`src/rtl/fxp_mac_pkg.sv`:
```
package fxp_mac_pkg;

  // Control that travels alongside each operand pair down the pipeline
  typedef struct packed {
    logic vld;
    logic first;
    logic last;
    logic short_m;
  } mac_tag_t;

endpackage

```
`src/rtl/fxp_mac_mul.sv`:
```
module fxp_mac_mul
  import fxp_mac_pkg::*;
#(
  parameter int DWL = 24,
  parameter int DWS = 16,
  parameter int AWL = 56
) (
  input  logic                  clk,
  input  logic                  rst_n,
  input  logic                  in_valid,
  input  logic                  in_first,
  input  logic                  in_last,
  input  logic                  mode_short,
  input  logic [DWL-1:0]        op_a,
  input  logic [DWL-1:0]        op_b,
  output mac_tag_t              tag_q,
  output logic signed [AWL-1:0] prod_q
);

  localparam int PW  = 2 * DWL;
  localparam int EXT = AWL - PW;
  localparam int SPW = 2 * DWS;

  logic signed [DWL-1:0] a_sel;
  logic signed [DWL-1:0] b_sel;
  logic signed [PW-1:0]  prod_full;
  logic signed [AWL-1:0] prod_d;
  mac_tag_t              tag_d;

  // Operand selection: short mode sign-extends the low half-word
  always_comb begin
    if (mode_short) begin
      a_sel = {{(DWL-DWS){op_a[DWS-1]}}, op_a[DWS-1:0]};
      b_sel = {{(DWL-DWS){op_b[DWS-1]}}, op_b[DWS-1:0]};
    end else begin
      a_sel = op_a;
      b_sel = op_b;
    end
    prod_full = a_sel * b_sel;
    prod_d    = {{EXT{prod_full[PW-1]}}, prod_full} <<< 1;
    tag_d.vld     = in_valid;
    tag_d.first   = in_first;
    tag_d.last    = in_last;
    tag_d.short_m = mode_short;
  end

  always_ff @(posedge clk or negedge rst_n) begin
    if (!rst_n) begin
      tag_q  <= '0;
      prod_q <= '0;
    end else begin
      tag_q <= tag_d;
      if (in_valid) begin
        prod_q <= prod_d;
      end
    end
  end

  // a short-mode product never reaches above its 33-bit signed range
  a_r8_short_range: assert property (@(posedge clk) disable iff (!rst_n)
    tag_q.vld && tag_q.short_m |->
      (prod_q[AWL-1:SPW] == '0) || (prod_q[AWL-1:SPW] == '1));

endmodule

```
`src/rtl/fxp_mac_acc.sv`:
```
module fxp_mac_acc
  import fxp_mac_pkg::*;
#(
  parameter int AWL = 56,
  parameter int AWS = 40
) (
  input  logic                  clk,
  input  logic                  rst_n,
  input  mac_tag_t              tag_i,
  input  logic signed [AWL-1:0] prod_i,
  output mac_tag_t              tag_q,
  output logic signed [AWL-1:0] acc_q
);

  localparam int SEXT = AWL - AWS;

  logic signed [AWL-1:0] acc_sum;
  logic signed [AWL-1:0] acc_base;
  logic signed [AWL-1:0] acc_d;

  always_comb begin
    acc_sum  = acc_q + prod_i;
    acc_base = tag_i.first ? prod_i : acc_sum;
    if (tag_i.short_m) begin
      acc_d = {{SEXT{acc_base[AWS-1]}}, acc_base[AWS-1:0]};
    end else begin
      acc_d = acc_base;
    end
  end

  always_ff @(posedge clk or negedge rst_n) begin
    if (!rst_n) begin
      acc_q <= '0;
      tag_q <= '0;
    end else begin
      tag_q <= tag_i;
      if (tag_i.vld) begin
        acc_q <= acc_d;
      end
    end
  end

  // a first pair in long mode leaves exactly its product in the sum
  a_r4_first_loads: assert property (@(posedge clk) disable iff (!rst_n)
    tag_i.vld && tag_i.first && !tag_i.short_m |=> acc_q == $past(prod_i));

  // idle cycles leave the running sum untouched
  a_r5_idle_holds: assert property (@(posedge clk) disable iff (!rst_n)
    !tag_i.vld |=> $stable(acc_q));

endmodule

```
`src/rtl/fxp_mac_sat.sv`:
```
module fxp_mac_sat
  import fxp_mac_pkg::*;
#(
  parameter int DWL = 24,
  parameter int DWS = 16,
  parameter int AWL = 56,
  parameter int AWS = 40
) (
  input  logic                  clk,
  input  logic                  rst_n,
  input  mac_tag_t              tag_i,
  input  logic signed [AWL-1:0] acc_i,
  output logic                  res_valid,
  output logic [DWL-1:0]        res_data
);

  localparam int PW  = 2 * DWL;
  localparam int SPW = 2 * DWS;

  logic [AWL-PW:0]  guard_l;
  logic [AWS-SPW:0] guard_s;
  logic             ok_l;
  logic             ok_s;
  logic [DWL-1:0]   long_v;
  logic [DWS-1:0]   s16;
  logic [DWL-1:0]   res_d;
  logic             fire;

  always_comb begin
    guard_l = acc_i[AWL-1:PW-1];
    guard_s = acc_i[AWS-1:SPW-1];
    ok_l    = (guard_l == '0) || (guard_l == '1);
    ok_s    = (guard_s == '0) || (guard_s == '1);
    if (ok_l) begin
      long_v = acc_i[PW-1:DWL];
    end else if (acc_i[AWL-1]) begin
      long_v = {1'b1, {(DWL-1){1'b0}}};
    end else begin
      long_v = {1'b0, {(DWL-1){1'b1}}};
    end
    if (ok_s) begin
      s16 = acc_i[SPW-1:DWS];
    end else if (acc_i[AWS-1]) begin
      s16 = {1'b1, {(DWS-1){1'b0}}};
    end else begin
      s16 = {1'b0, {(DWS-1){1'b1}}};
    end
    res_d = tag_i.short_m ? {{(DWL-DWS){s16[DWS-1]}}, s16} : long_v;
    fire  = tag_i.vld & tag_i.last;
  end

  always_ff @(posedge clk or negedge rst_n) begin
    if (!rst_n) begin
      res_valid <= 1'b0;
      res_data  <= '0;
    end else begin
      res_valid <= fire;
      if (fire) begin
        res_data <= res_d;
      end
    end
  end

  // a short-mode result is a sign-extended 16-bit word
  a_r9_sign_ext: assert property (@(posedge clk) disable iff (!rst_n)
    $past(fire && tag_i.short_m) |->
      (res_data[DWL-1:DWS-1] == '0) || (res_data[DWL-1:DWS-1] == '1));

  // output word is steady between results
  a_r11_hold: assert property (@(posedge clk) disable iff (!rst_n)
    !res_valid |-> $stable(res_data));

endmodule

```
`src/rtl/fxp_mac_unit.sv`:
```
module fxp_mac_unit
  import fxp_mac_pkg::*;
#(
  parameter int DWL = 24,
  parameter int DWS = 16,
  parameter int AWL = 56,
  parameter int AWS = 40
) (
  input  logic           clk,
  input  logic           rst_n,
  input  logic           in_valid,
  input  logic           in_first,
  input  logic           in_last,
  input  logic           mode_short,
  input  logic [DWL-1:0] op_data,
  input  logic [DWL-1:0] op_coef,
  output logic           res_valid,
  output logic [DWL-1:0] res_data
);

  mac_tag_t              tag_m;
  mac_tag_t              tag_a;
  logic signed [AWL-1:0] prod_m;
  logic signed [AWL-1:0] acc_a;

  fxp_mac_mul #(.DWL(DWL), .DWS(DWS), .AWL(AWL)) u_mul (
    .clk        (clk),
    .rst_n      (rst_n),
    .in_valid   (in_valid),
    .in_first   (in_first),
    .in_last    (in_last),
    .mode_short (mode_short),
    .op_a       (op_data),
    .op_b       (op_coef),
    .tag_q      (tag_m),
    .prod_q     (prod_m)
  );

  fxp_mac_acc #(.AWL(AWL), .AWS(AWS)) u_acc (
    .clk    (clk),
    .rst_n  (rst_n),
    .tag_i  (tag_m),
    .prod_i (prod_m),
    .tag_q  (tag_a),
    .acc_q  (acc_a)
  );

  fxp_mac_sat #(.DWL(DWL), .DWS(DWS), .AWL(AWL), .AWS(AWS)) u_sat (
    .clk       (clk),
    .rst_n     (rst_n),
    .tag_i     (tag_a),
    .acc_i     (acc_a),
    .res_valid (res_valid),
    .res_data  (res_data)
  );

  // a closing pair yields a result strobe three clocks later
  a_r6_latency: assert property (@(posedge clk) disable iff (!rst_n)
    in_valid && in_last |-> ##3 res_valid);

endmodule

```
`config.mk`:
```
export PLATFORM = sky130hd
export DESIGN_NAME = fxp_mac_unit
export DESIGN_NICKNAME = d
export VERILOG_FILES = /design/src/rtl/fxp_mac_pkg.sv /design/src/rtl/fxp_mac_mul.sv /design/src/rtl/fxp_mac_acc.sv /design/src/rtl/fxp_mac_sat.sv /design/src/rtl/fxp_mac_unit.sv
export SDC_FILE = /design/constraint.sdc
export NUM_CORES = 2
export LEC_CHECK = 0
export BUFFER_PORTS_ARGS = -buffer_cell sky130_fd_sc_hd__buf_2
export CORE_AREA = 2 2 277 279
export DETAILED_ROUTE_END_ITERATION = 8
export DIE_AREA = 0 0 279 281
export GPL_TIMING_DRIVEN = 1
export PLACE_DENSITY = 0.59
export SYNTH_ARGS = -nofsm -noshare
export SYNTH_HDL_FRONTEND = slang
export SYNTH_SLANG_ARGS = --single-unit
```
`constraint.sdc`:
```
create_clock -name clk -period 3.4 [get_ports clk]
set_input_delay 0.68 -clock clk [delete_from_list [all_inputs] [get_ports clk]]
set_output_delay 0.68 -clock clk [all_outputs]
set_load 0.01 [all_outputs]
```
==> reports/qor.yml <==
rows: 101
grt_usage_pct: 22.1
violations: "negative setup slack"
grt_pass1_vias: 26200
wl_per_cell_um: 17.4
fin_util_pct: 48.6
cts-root-buf: "clkbuf_16"
start_util_pct: 39.7
multiInputGateArea_um2: 25100
insertion_delay_ps: 460
num-fill-cells: 7189
synth_cells: 3341
synth_area_um2: 29900
register_area_um2: 3380
finalNonFillerCells: 4676
hold_violations: 0
antenna_found_initial: 0
drt_iter0_markers: 1186
ctsHoldBuffers: 0
die-area_um2: 78400
drc: 0
synth-seq-cells: 135
gp_congestion: 0.911
dr.pass1.iters: 5
grt_pass1_wl_mm: 137
coreArea_um2: 75400
fin_nets: 4535
cts_buffers: 17
synth_nets: 4191
portBuffers: 78
status: "finished, violations left"
required_ps: 3740
drv_slew: 0
worstMarginPinSlew_ps: 973
dp.cells: 4593
hp-class: "primary input to asynchronous set/reset pin"
cts_tree: "yes"
globalRouteOverflowTotal: 0
max_clock_freq_mhz: 140
clkSlewWorstSetupHoldPaths_ps: 60
synth_edf_count: 0
vias: 23800
maxCapViolCount: 0
place_area_um2: 34200
ys_types: 76
crit_type: "primary input to flip-flop"
cp_max_fo: 6
avgSynthCellArea_um2: 8.95
finalCritPeriodShare_pct: 209
relSlewSlack_pct: 34.7
hold_slack_ps: 256
yosys.area.top_type: "fa_1"
finalInstanceArea_um2: 36700
rsz0062_at_grt: "yes"
io_pins: 79
grt_max_degree: 79
setup_viol: 43
synth_top_area_share_pct: 40.7
ys.flop_type: "dfrtp_1"
async_flop_share_pct: 100
min_period_ps: 7120
diodes: 0
totalWireLength_mm: 81.3
ys_seq_area_share_pct: 11.3
die_y_um: 281
finalClockSkew_ps: 11.8
via_per_inst: 5.10
fin_ws_ps: -3720
dp.final_hpwl_mm: 67.6
area_growth_syn_to_layout_pct: 22.6
critPathLaunchType: "primary input"
ant_nets: 0
synth_area_leaders: "fa_1 41%, dfrtp_1 11%, ha_1 7.9%"
worstSetupEndpointType: "flip-flop"
arrival_ps: 7460
drive_gt1_share_pct: 22.6
die_w_um: 279
h-tree-depth: 4
clock_sinks: 135
cts_max_path_buffers: 2
synth_warnings: 0
## kinds of logic after synthesis
kind of cell             Yosys count  synth area share [%]
AO/OA/AOI/OAI                    526                  10.9
XOR/XNOR                          99                  2.90
adder cells (fa/ha/maj)          796                  48.5
buffers and inverters            775                  9.77
flip-flops                       135                  11.3
multiplexers                      50                  1.85
AND/OR/NAND/NOR                  960                  14.7
## registers in the layout, indices dropped and copies added (netlist names)
register         cells
u_sat.res_data      24
u_mul.tag_q          4
u_acc.tag_q          3
u_acc.acc_q         55
u_mul.prod_q        48
u_sat.res_valid      1
## placed cells by master, fill, tap and decap left out, drive strengths merged, types with 15 or more instances in the layout
cell type,instances
inv,607
a31oi,15
dfrtp,135
mux2,39
o21ai,86
ha,188
nor2,146
and3,15
and2,192
a21oi,230
nor3,20
nand3,34
xnor2,67
nand4,17
clkbuf,23
o31ai,24
buf,491
xor2,32
a21o,62
nand2,483
fa,608
## final timing paths
path / endpoint / slack (ps) / depth (start not counted) / from
max reg2reg: u_acc.acc_q[52]$_DFFE_PN0P_ / 90 / 11 / u_mul.prod_q[3]$_DFFE_PN0P_
max in group asynchronous: u_sat.res_data[17]$_DFFE_PN0P_ / 2420 / 2 / rst_n
min reg2reg: u_acc.tag_q[1]$_DFF_PN0_ / 360 / 0 / u_mul.tag_q[1]$_DFF_PN0_
min in group clk: u_mul.tag_q[2]$_DFF_PN0_ / 330 / 1 / in_first
max: u_mul.prod_q[42]$_DFFE_PN0P_ / -3720 / 27 / mode_short
min: u_acc.acc_q[5]$_DFFE_PN0P_ / 260 / 1 / rst_n
## worst max-delay path: stages
cell and delay, ps:
buf_12 130, and2_4 160, a21o_4 210, buf_6 120, and2_4 150, fa_1 600, fa_1 450, fa_1 500
inv_2 40, fa_1 480, inv_1 50, fa_1 490, inv_2 50, fa_1 470, inv_1 40, fa_1 430
ha_1 330, buf_6 130, a21oi_4 110, o21ai_2 70, o311a_1 380, o311a_4 410, a311oi_4 320, nor3_4 90
a21o_1 180, xnor2_1 120, mux2_4 250
## synthesized netlist by cell type (17+ instances only)
cell	n
mux2_2	38
o31ai_1	23
o21ai_0	82
nor3_1	19
ha_1	188
nand3_1	34
a21o_1	62
and2_1	190
nand4_1	17
nor2_1	146
nand2_1	483
fa_1	608
a21oi_1	230
clkbuf_1	150
xor2_1	32
dfrtp_1	135
xnor2_1	67
inv_1	605
## metal layers
layer / global-route usage, % / up-vias / share of wire (%)
li1: - / 11100 / -
met1: 27.6 / 12100 / 41
met2: 39.5 / 520 / 51
met3: 2.79 / 130 / 4.0
met4: 7.15 / 0 / 3.6
met5: 0 / - / 0
## repair_timing
action | 4_1_cts | 5_1_grt
pin swaps | 110 | 94
endpoints found under the hold margin | 0 | 0
cloned | 4 | 0
gates resized for setup | 211 | 108
setup buffers | 39 | 19
endpoints found under the setup margin | 45 | 59
## per-stage QoR
step / TNS (ps) / setup slack, ps
after detailed placement: -150730 / -4470
after global routing: -129510 / -3900
final: -121040 / -3720
after CTS: -120020 / -3690
after global placement: -147930 / -4340
after floorplan: -121580 / -4000
## cell type report
type                    instances  area share, %
multi-input cells            2433           68.4
flip-flops and latches        135           9.22
clock buffers                  23           1.33
repair buffers                492           11.2
inverters                     606           6.23
clock inverters                 9          0.382
well taps                     978           3.34
Power is left out: the tool's default activity adds up to more than one toggle a clock period on the data nets, which glitch-free logic cannot reach.
